--- src/rtl/rst_hub_pkg.sv ---
package rst_hub_pkg;
    localparam int NUM_CAUSE = 8;

    typedef enum int unsigned {
        C_POR  = 0,
        C_BOR  = 1,
        C_SW   = 2,
        C_WDT  = 3,
        C_PIN  = 4,
        C_CFG  = 5,
        C_TRAP = 6,
        C_ILL  = 7
    } cause_idx_e;

    typedef logic [NUM_CAUSE-1:0] cause_vec_t;
endpackage

--- src/rtl/pin_deglitch.sv ---
module pin_deglitch #(
    parameter int SYNC_STAGES = 2,
    parameter int FILT_LEN    = 4
) (
    input  logic clk,
    input  logic clr_i,
    input  logic pin_n_i,
    output logic pin_req_o
);
    localparam int CW = $clog2(FILT_LEN + 1);

    typedef struct packed {
        logic [SYNC_STAGES-1:0] sync;
        logic [CW-1:0]          cnt;
        logic                   act;
    } filt_st_t;

    filt_st_t st_d, st_q;
    logic     lo;

    assign lo = ~st_q.sync[SYNC_STAGES-1];

    always_comb begin
        st_d = st_q;
        st_d.sync[0] = pin_n_i;
        for (int i = 1; i < SYNC_STAGES; i++) begin
            st_d.sync[i] = st_q.sync[i-1];
        end
        if (lo) begin
            if (st_q.cnt != CW'(FILT_LEN)) begin
                st_d.cnt = st_q.cnt + CW'(1);
            end
            st_d.act = (st_d.cnt == CW'(FILT_LEN));
        end else begin
            st_d.cnt = '0;
            st_d.act = 1'b0;
        end
        if (clr_i) begin
            st_d.sync = '1;
            st_d.cnt  = '0;
            st_d.act  = 1'b0;
        end
    end

    always_ff @(posedge clk) begin
        st_q <= st_d;
    end

    assign pin_req_o = st_q.act;

    // a high synchronised sample withdraws the request on the next edge
    p_high_drops_r9: assert property (@(posedge clk) disable iff (clr_i)
        !lo |=> !st_q.act);
    // the request can only start after a low synchronised sample
    p_rise_needs_low_r9: assert property (@(posedge clk) disable iff (clr_i)
        $rose(st_q.act) |-> $past(lo));
endmodule

--- src/rtl/rst_stretch.sv ---
module rst_stretch #(
    parameter int NUM_SRC  = 8,
    parameter int HOLD_CYC = 16
) (
    input  logic               clk,
    input  logic               clr_i,
    input  logic [NUM_SRC-1:0] req_i,
    output logic               rst_o
);
    localparam int HW = $clog2(HOLD_CYC + 1);

    typedef struct packed {
        logic [HW-1:0] hold;
        logic          rst;
    } str_st_t;

    str_st_t st_d, st_q;
    logic    any_req;

    assign any_req = |req_i;

    always_comb begin
        st_d = st_q;
        if (any_req || clr_i) begin
            st_d.hold = HW'(HOLD_CYC);
            st_d.rst  = 1'b1;
        end else if (st_q.hold != '0) begin
            st_d.hold = st_q.hold - HW'(1);
            st_d.rst  = 1'b1;
        end else begin
            st_d.rst  = 1'b0;
        end
    end

    always_ff @(posedge clk) begin
        st_q <= st_d;
    end

    assign rst_o = st_q.rst;

    p_src_asserts_r1: assert property (@(posedge clk) disable iff (clr_i)
        any_req |=> rst_o);
    p_hold_window_r2: assert property (@(posedge clk) disable iff (clr_i)
        (st_q.hold != '0) |=> rst_o);
    p_release_quiet_r2: assert property (@(posedge clk) disable iff (clr_i)
        $fell(rst_o) |-> !$past(any_req));
endmodule

--- src/rtl/cause_reg.sv ---
module cause_reg #(
    parameter int NUM_CAUSE = 8
) (
    input  logic                 clk,
    input  logic                 por_i,
    input  logic [NUM_CAUSE-1:0] set_i,
    input  logic                 wr_i,
    input  logic [NUM_CAUSE-1:0] wmask_i,
    input  logic [NUM_CAUSE-1:0] wdata_i,
    output logic [NUM_CAUSE-1:0] cause_o
);
    typedef struct packed {
        logic [NUM_CAUSE-1:0] flags;
    } cr_st_t;

    cr_st_t st_d, st_q;

    always_comb begin
        st_d = st_q;
        if (wr_i) begin
            st_d.flags = (st_q.flags & ~wmask_i) | (wdata_i & wmask_i);
        end
        st_d.flags = st_d.flags | set_i;
        if (por_i) begin
            st_d.flags = NUM_CAUSE'(1);
        end
    end

    always_ff @(posedge clk) begin
        st_q <= st_d;
    end

    assign cause_o = st_q.flags;

    generate
        for (genvar g = 0; g < NUM_CAUSE; g++) begin : g_bit
            // a hardware set always lands
            p_hw_set_r3: assert property (@(posedge clk) disable iff (por_i)
                set_i[g] |=> cause_o[g]);
        end
    endgenerate

    p_por_wipe_r5: assert property (@(posedge clk)
        por_i |=> (cause_o == NUM_CAUSE'(1)));
    p_sticky_r6: assert property (@(posedge clk) disable iff (por_i)
        (!wr_i && set_i == '0) |=> $stable(cause_o));
    p_sw_write_r7: assert property (@(posedge clk) disable iff (por_i)
        (wr_i && (set_i & wmask_i) == '0) |=>
        ((cause_o & $past(wmask_i)) == ($past(wdata_i) & $past(wmask_i))));
endmodule

--- src/rtl/sys_reset_hub.sv ---
module sys_reset_hub
    import rst_hub_pkg::*;
#(
    parameter int SYNC_STAGES = 2,
    parameter int FILT_LEN    = 4,
    parameter int HOLD_CYC    = 16
) (
    input  logic       clk,
    input  logic       por_i,
    input  logic       bor_i,
    input  logic       pin_clr_n_i,
    input  logic       sw_rst_i,
    input  logic       wdt_to_i,
    input  logic       cfg_mismatch_i,
    input  logic       trap_conflict_i,
    input  logic       illegal_op_i,
    input  logic       uninit_reg_i,
    input  logic       sec_viol_i,
    input  logic       reg_wr_i,
    input  logic [7:0] reg_wmask_i,
    input  logic [7:0] reg_wdata_i,
    output logic       sys_rst_o,
    output logic [7:0] cause_o
);
    logic       pin_req;
    cause_vec_t req;

    pin_deglitch #(.SYNC_STAGES(SYNC_STAGES), .FILT_LEN(FILT_LEN)) u_pin (
        .clk       (clk),
        .clr_i     (por_i),
        .pin_n_i   (pin_clr_n_i),
        .pin_req_o (pin_req)
    );

    always_comb begin
        req         = '0;
        req[C_POR]  = por_i;
        req[C_BOR]  = bor_i;
        req[C_SW]   = sw_rst_i;
        req[C_WDT]  = wdt_to_i;
        req[C_PIN]  = pin_req;
        req[C_CFG]  = cfg_mismatch_i;
        req[C_TRAP] = trap_conflict_i;
        req[C_ILL]  = illegal_op_i | uninit_reg_i | sec_viol_i;
    end

    rst_stretch #(.NUM_SRC(NUM_CAUSE), .HOLD_CYC(HOLD_CYC)) u_str (
        .clk   (clk),
        .clr_i (por_i),
        .req_i (req),
        .rst_o (sys_rst_o)
    );

    cause_reg #(.NUM_CAUSE(NUM_CAUSE)) u_cause (
        .clk     (clk),
        .por_i   (por_i),
        .set_i   (req),
        .wr_i    (reg_wr_i),
        .wmask_i (reg_wmask_i),
        .wdata_i (reg_wdata_i),
        .cause_o (cause_o)
    );

    // the illegal-condition group lands on bit 7
    p_ill_group_r4: assert property (@(posedge clk) disable iff (por_i)
        (illegal_op_i || uninit_reg_i || sec_viol_i) |=> cause_o[7]);
endmodule

--- config.mk ---
export PLATFORM = sky130hd
export DESIGN_NAME = sys_reset_hub
export DESIGN_NICKNAME = d
export VERILOG_FILES = /design/src/rtl/rst_hub_pkg.sv /design/src/rtl/pin_deglitch.sv /design/src/rtl/rst_stretch.sv /design/src/rtl/cause_reg.sv /design/src/rtl/sys_reset_hub.sv
export SDC_FILE = /design/constraint.sdc
export NUM_CORES = 1
export LEC_CHECK = 0
export BUFFER_PORTS_ARGS = -buffer_cell sky130_fd_sc_hd__buf_2
export CAP_MARGIN = 5
export CORE_MARGIN = 3
export CORE_UTILIZATION = 41
export DETAILED_ROUTE_END_ITERATION = 8
export GPL_ROUTABILITY_DRIVEN = 0
export GPL_TIMING_DRIVEN = 0
export HOLD_SLACK_MARGIN = 0.03
export PLACE_DENSITY = 0.72
export SLEW_MARGIN = 5
export SYNTH_ARGS = -nofsm -noshare
export SYNTH_HDL_FRONTEND = slang
export SYNTH_HIERARCHICAL = 1
export SYNTH_SLANG_ARGS = --single-unit
--- constraint.sdc ---
create_clock -name clk -period 1.38 [get_ports clk]
set_clock_uncertainty 0.1 [all_clocks]
set_input_delay 0.069 -clock clk [delete_from_list [all_inputs] [get_ports clk]]
set_output_delay 0.069 -clock clk [all_outputs]
set_load 0.005 [all_outputs]
==> results.sh, run 1 <==
export IMPL_status="finished with violations"
export IMPL_failed_checks="negative hold slack, negative setup slack"
export IMPL_grt_pass1_vias=878
export IMPL_ys_types=31
export IMPL_required_ns=1.46
export IMPL_worst_slack_ns=-0.03605
export IMPL_hp_start="sw_rst_i"
export IMPL_htree_levels=1
export IMPL_die_h_um=52.45
export IMPL_synth_top_area_share_pct=45.26
export IMPL_syn_area_per_cell_um2=10.17
export IMPL_grt_max_degree=13
export IMPL_leakage_uw=0.0006130
export IMPL_yosysWarnings=6
export IMPL_critPathLaunch="u_str/st_q[2]$_SDFFE_PP0P_"
export IMPL_total_power_uw=1269
export IMPL_io_pins=37
export IMPL_die_area_um2=2751
export IMPL_cts_tree="done"
export IMPL_insertion_delay_ns=0.30
export IMPL_seqCellArea_um2=405.4
export IMPL_hold_depth=3
export IMPL_grt_overflow=0
export IMPL_firstDrtPassIters=4
export IMPL_finalSetupViolCount=1
export IMPL_synth_area_leaders="dfxtp_1, a311oi_1, a211oi_1"
export IMPL_maxCapViolCount=0
export IMPL_cts_sinks=20
export IMPL_nets=187
export IMPL_synth_seq_cells=20
export IMPL_maxSlewHeadroom_pct=75.15
export IMPL_syn_nets=119
export IMPL_num_fill_cells=119
export IMPL_synth_edf_count=0
export IMPL_rsz0062_at_grt="yes"
export IMPL_synth_cells=87
export IMPL_vias=905
export IMPL_core_area_um2=2002
export IMPL_critical_path_arrival_ns=1.50
export IMPL_yosysTopAreaCell="dfxtp_1"
export IMPL_r2r_cells=5
export IMPL_root_buffer="clkbuf_4"
export IMPL_routed_wl_mm=2.526
export IMPL_syn_area_um2=884.6
export IMPL_fin_crit_ns=1.416
export IMPL_synth_most_common_cell="dfxtp_1"
export IMPL_syn_to_final_growth_pct=66.76
export IMPL_grt_pass1_wl_mm=3.594
export IMPL_drc=0
export IMPL_hp_class="primary input to flop"
export IMPL_cellPowerDensity_nw_per_um2=860.0
export IMPL_wl_per_cell_um=13.96
export IMPL_dp_hpwl_mm=1.525
export IMPL_slew_violations=0
export IMPL_diodes=0
export IMPL_die_x_um=52.45
export IMPL_wl_met1_mm=1.181
export IMPL_dr_wl_met2_mm=1.151
export IMPL_synth_ff_type="dfxtp_1"
export IMPL_holdWs_ns=-0.03491
export IMPL_cp_end_kind="flop"
export IMPL_r2r_start="u_str/st_q[2]$_SDFFE_PP0P_"
export IMPL_finish_utilization_pct=73.69
export IMPL_avgViaCountPerCell=5.000
export IMPL_worst_setup_path_type="flop to flop"
export IMPL_antenna_found_initial=0
export IMPL_num_rows=16
export IMPL_drive_above_1_share_pct=44.16
export IMPL_startpoint_type="flop"
export IMPL_numCtsBuffers=3
export IMPL_drt_iter0_drc=12
export IMPL_worstMarginPinSlew_ns=0.3711
export IMPL_io_buffers=36
export IMPL_ys_seq_area_share_pct=45.26
export IMPL_grtUsageTotal_pct=17.77
export IMPL_initial_core_util_pct=44.19
export IMPL_peakVddDrop_uv=532.5
export IMPL_antenna_left=0
export IMPL_fmax_mhz=706.2
export IMPL_final_hold_violation_count=1
export IMPL_synthTopCellsByCount="dfxtp_1, nor2_1, a211oi_1"
export IMPL_async_flop_share_pct=0
export IMPL_multi_input_area_um2=513.0
export IMPL_clk_pin_slew_worst_paths_ns=0.12
export IMPL_worstPathMaxFanout=4
export IMPL_top_layer="met4"
export IMPL_period_share_pct=102.6
export IMPL_dr_wl_met3_um=161
export IMPL_cts_path_max_buffers=2
-- worst paths after layout --
check             slack [ns]                       endpoint
setup reg to reg       -0.04         u_str/rst_o$_SDFF_PP1_
hold / removal         -0.03         u_str/rst_o$_SDFF_PP1_
hold reg to reg         0.41  u_cause/cause_o[0]$_SDFF_PP1_
setup / recovery       -0.04         u_str/rst_o$_SDFF_PP1_
-- per-layer routing --
metal,GRT usage [%],up-vias
met3,3.134,2
met2,32.23,38
met4,6.383,0
li1,-,460
met5,0,-
met1,20.49,405
-- registers in the layout, summed over array words and instances, names as in the netlist --
signal / flops
u_cause/cause_o: 8
u_pin/st_q: 5
u_str/st_q: 5
u_pin/pin_req_o: 1
u_str/rst_o: 1
-- critical path: stages, from the launching register on --
cell and delay (ns):
dfxtp_2 0.34, inv_2 0.08, ha_4 0.14, nor4b_4 0.33, buf_4 0.20, nand4_1 0.11
-- power by group --
part | internal [uW] | switching, uW
Clock | 294 | 186
Combinational | 107 | 72.7
Sequential | 598 | 10.2
-- placed cells by master, fill, tap and decap left out, types with 2 or more instances in the layout --
cell and n:
buf_2 36, dlygate4sd3_1 22, dfxtp_1 16, nor2_1 12, a211oi_1 7, a311oi_1 7
buf_4 5, dfxtp_2 4, clkbuf_4 3, inv_2 3, xnor2_1 3, nor3_1 3
or2_2 2, ha_4 2
-- per-stage QoR --
step	hold WS, ns	std cells	setup slack (ns)	cell area [um2]	setup TNS, ns
finish	-0.03491	181	-0.03605	1475	-0.03605
global route	-0.03381	181	-0.08574	1475	-0.09114
CTS	-0.05401	175	0.01014	1376	0
detailed placement	0.1573	150	-0.2117	1100	-0.5668
global placement	0.1513	150	-0.2052	1100	-0.3919
floorplan	0.06810	87	0.03460	885.9	0
-- area by class of cell --
type,instances,share of cell area (%)
flip-flops and latches,20,27.48
inverters,4,1.187
clock inverters,1,2.036
repair buffers,63,29.69
multi-input cells,61,34.78
clock buffers,3,1.527
plain buffers,2,1.018
well taps,27,2.290
-- kinds of logic after synthesis --
kind of cell,after synthesis,share of synthesized area [%]
flops,20,45.26
fa+ha+maj,4,5.658
xor+xnor,3,2.971
compound gates,22,21.22
simple gates,32,21.50
buf+inv,6,3.394
-- repair_timing --
item / in CTS / in global routing
buffers inserted: 3 / 2
endpoints found under the hold margin: 11 / 5
pin swaps: 2 / 4
endpoints found under the setup margin: 4 / 4
gates resized for setup: 7 / 12
hold buffers: 18 / 4
Power figures use the tool's default switching activity.
==> run 2: changes to the inputs <==
--- a/config.mk
+++ b/config.mk
@@ -13,7 +13,7 @@
 export GPL_ROUTABILITY_DRIVEN = 0
 export GPL_TIMING_DRIVEN = 0
 export HOLD_SLACK_MARGIN = 0.03
-export PLACE_DENSITY = 0.72
+export PLACE_DENSITY = 0.71
 export SLEW_MARGIN = 5
 export SYNTH_ARGS = -nofsm -noshare
 export SYNTH_HDL_FRONTEND = slang
==> run 2 against run 1 <==
  * The flow still finishes with violations (negative hold slack, negative setup slack)
  * Die area is the same
  * Global-route usage is essentially flat
  * Flip-flop and latch count unchanged
  * Highest routed layer unchanged
  * Worst hold slack worse by 0.015 ns
  * Wire length rose by 4.0%
  * Largest power group unchanged
  * Sequential power hardly changed
  * Via count grew 3.3%
  * Register-to-register slack better by 0.03 ns
==> results.sh, run 2 (synthesis results as in run 1) <==
export IMPL_critical_path_arrival_ns=1.51
export IMPL_failed_checks="negative hold slack, negative setup slack"
export IMPL_slew_violations=0
export IMPL_r2r_cells=4
export IMPL_worst_slack_ns=-0.009147
export IMPL_diodes=0
export IMPL_antenna_left=0
export IMPL_io_pins=37
export IMPL_grtUsageTotal_pct=17.81
export IMPL_final_common_cell="buf_2"
export IMPL_r2r_start="u_pin/st_q[1]$_SDFF_PP0_"
export IMPL_status="finished with violations"
export IMPL_final_cell_mix="buf_2, dlygate4sd3_1, dfxtp_1"
export IMPL_grt_max_degree=13
export IMPL_fmax_mhz=719.9
export IMPL_peakVddDrop_uv=622.0
export IMPL_vias=935
export IMPL_cp_end_kind="flop"
export IMPL_num_fill_cells=130
export IMPL_period_share_pct=100.7
export IMPL_die_x_um=52.45
export IMPL_grt_overflow=0
export IMPL_syn_to_final_growth_pct=69.31
export IMPL_core_area_um2=2002
export IMPL_die_h_um=52.45
export IMPL_required_ns=1.50
export IMPL_routed_wl_mm=2.627
export IMPL_htree_levels=1
export IMPL_firstDrtPassIters=4
export IMPL_startpoint_type="flop"
export IMPL_initial_core_util_pct=44.19
export IMPL_largest_reg_flops=8
export IMPL_hp_start="sw_rst_i"
export IMPL_regToRegEndpoint="u_pin/pin_req_o$_SDFF_PP0_"
export IMPL_hp_class="primary input to flop"
export IMPL_nets=188
export IMPL_holdWs_ns=-0.04942
export IMPL_num_rows=16
export IMPL_root_buffer="clkbuf_4"
export IMPL_cts_tree="done"
export IMPL_die_area_um2=2751
export IMPL_avgViaCountPerCell=5.137
export IMPL_finalSetupViolCount=1
export IMPL_cts_path_max_buffers=2
export IMPL_maxCapViolCount=0
export IMPL_numCtsBuffers=3
export IMPL_grt_pass1_vias=923
export IMPL_drt_iter0_drc=14
export IMPL_insertion_delay_ns=0.30
export IMPL_r2r_setup_slack_ns=-0.009
export IMPL_final_hold_violation_count=1
export IMPL_fin_crit_ns=1.389
export IMPL_maxSlewHeadroom_pct=75.02
export IMPL_wl_per_cell_um=14.43
export IMPL_worstMarginPinSlew_ns=0.3746
export IMPL_critPathLaunch="u_pin/st_q[1]$_SDFF_PP0_"
export IMPL_drc=0
export IMPL_worst_setup_path_type="flop to flop"
export IMPL_cts_sinks=20
export IMPL_total_power_uw=1265
export IMPL_leakage_uw=0.0006221
export IMPL_rsz0062_at_grt="yes"
export IMPL_clk_pin_slew_worst_paths_ns=0.12
export IMPL_cellPowerDensity_nw_per_um2=844.8
export IMPL_drive_above_1_share_pct=42.58
export IMPL_hold_path_end="u_str/rst_o$_SDFF_PP1_"
export IMPL_setup_tns_ns=-0.009147
export IMPL_io_buffers=36
export IMPL_hold_depth=3
export IMPL_dp_hpwl_mm=1.479
export IMPL_antenna_found_initial=0
export IMPL_worstPathMaxFanout=3
export IMPL_grt_pass1_wl_mm=3.588
[run 2: changes by cell type in the layout (fill, tap and decap cells not counted)]
cell and delta:
dfxtp_2 -2, nor3_4 +1, nor3_2 -1, inv_4 +2
inv_1 +1, dfxtp_4 +1, dfxtp_1 +1, dlygate4sd3_1 +1
inv_2 -3
[run 2: worst max-delay path, cell delays in order, from the launching register on]
cell and delay, ns:
dfxtp_4 0.39, inv_4 0.04, ha_4 0.23, or3_4 0.33, a311oi_2 0.22
[run 2: metal layers]
metal	track usage (%)	share of wire, %
met2	32.02	50
met1	18.01	42
met3	2.849	6.2
met5	0	0
met4	13.62	1.7
[run 2: worst max-delay path by stage]
stage | end | slack (ns) | cells past startpoint
2_1_floorplan | u_pin/pin_req_o$_SDFF_PP0_ | 0.03 | 4
3_3_place_gp | u_str/st_q[5]$_SDFFE_PP1P_ | -0.20 | 5
3_5_place_dp | u_str/st_q[5]$_SDFFE_PP1P_ | -0.22 | 5
4_1_cts | u_str/rst_o$_SDFF_PP1_ | 0.0004 | 5
5_1_grt | u_pin/pin_req_o$_SDFF_PP0_ | -0.06 | 4
6_report | u_pin/pin_req_o$_SDFF_PP0_ | -0.009 | 4
[run 2: repair_timing]
action                                  in CTS  in global routing
pin swaps                                    3                  4
endpoints found under the setup margin       4                  6
cloned                                       0                  0
hold buffers                                20                  3
setup buffers                                3                  2
hold endpoints to repair                    13                  3
resized for setup                            7                 14
[run 2: power by group]
part | internal, uW | switching, uW
registers | 597 | 11.0
clock network | 293 | 178
logic | 110 | 75.9
[run 2: final cells by class]
cell class	count	area (um2)	share of cell area (%)
repair buffers	64	447.9	29.91
clock inverters	1	30.03	2.005
flip-flops and latches	20	406.6	27.15
plain buffers	2	15.01	1.003
inverters	4	22.52	1.504
clock buffers	3	22.52	1.504
well taps	27	33.78	2.256
multi-input cells	61	519.2	34.67
[run 2: stage by stage]
stage / area [um2] / setup WS [ns] / std cells / util (%)
final: 1498 / -0.009147 / 182 / 74.81
after global routing: 1498 / -0.06078 / 182 / 74.81
after CTS: 1390 / 0.0003865 / 177 / 69.44
after detailed placement: 1100 / -0.2225 / 150 / 54.94
after global placement: 1100 / -0.2041 / 150 / 54.94
after floorplan: 885.9 / 0.03460 / 87 / -
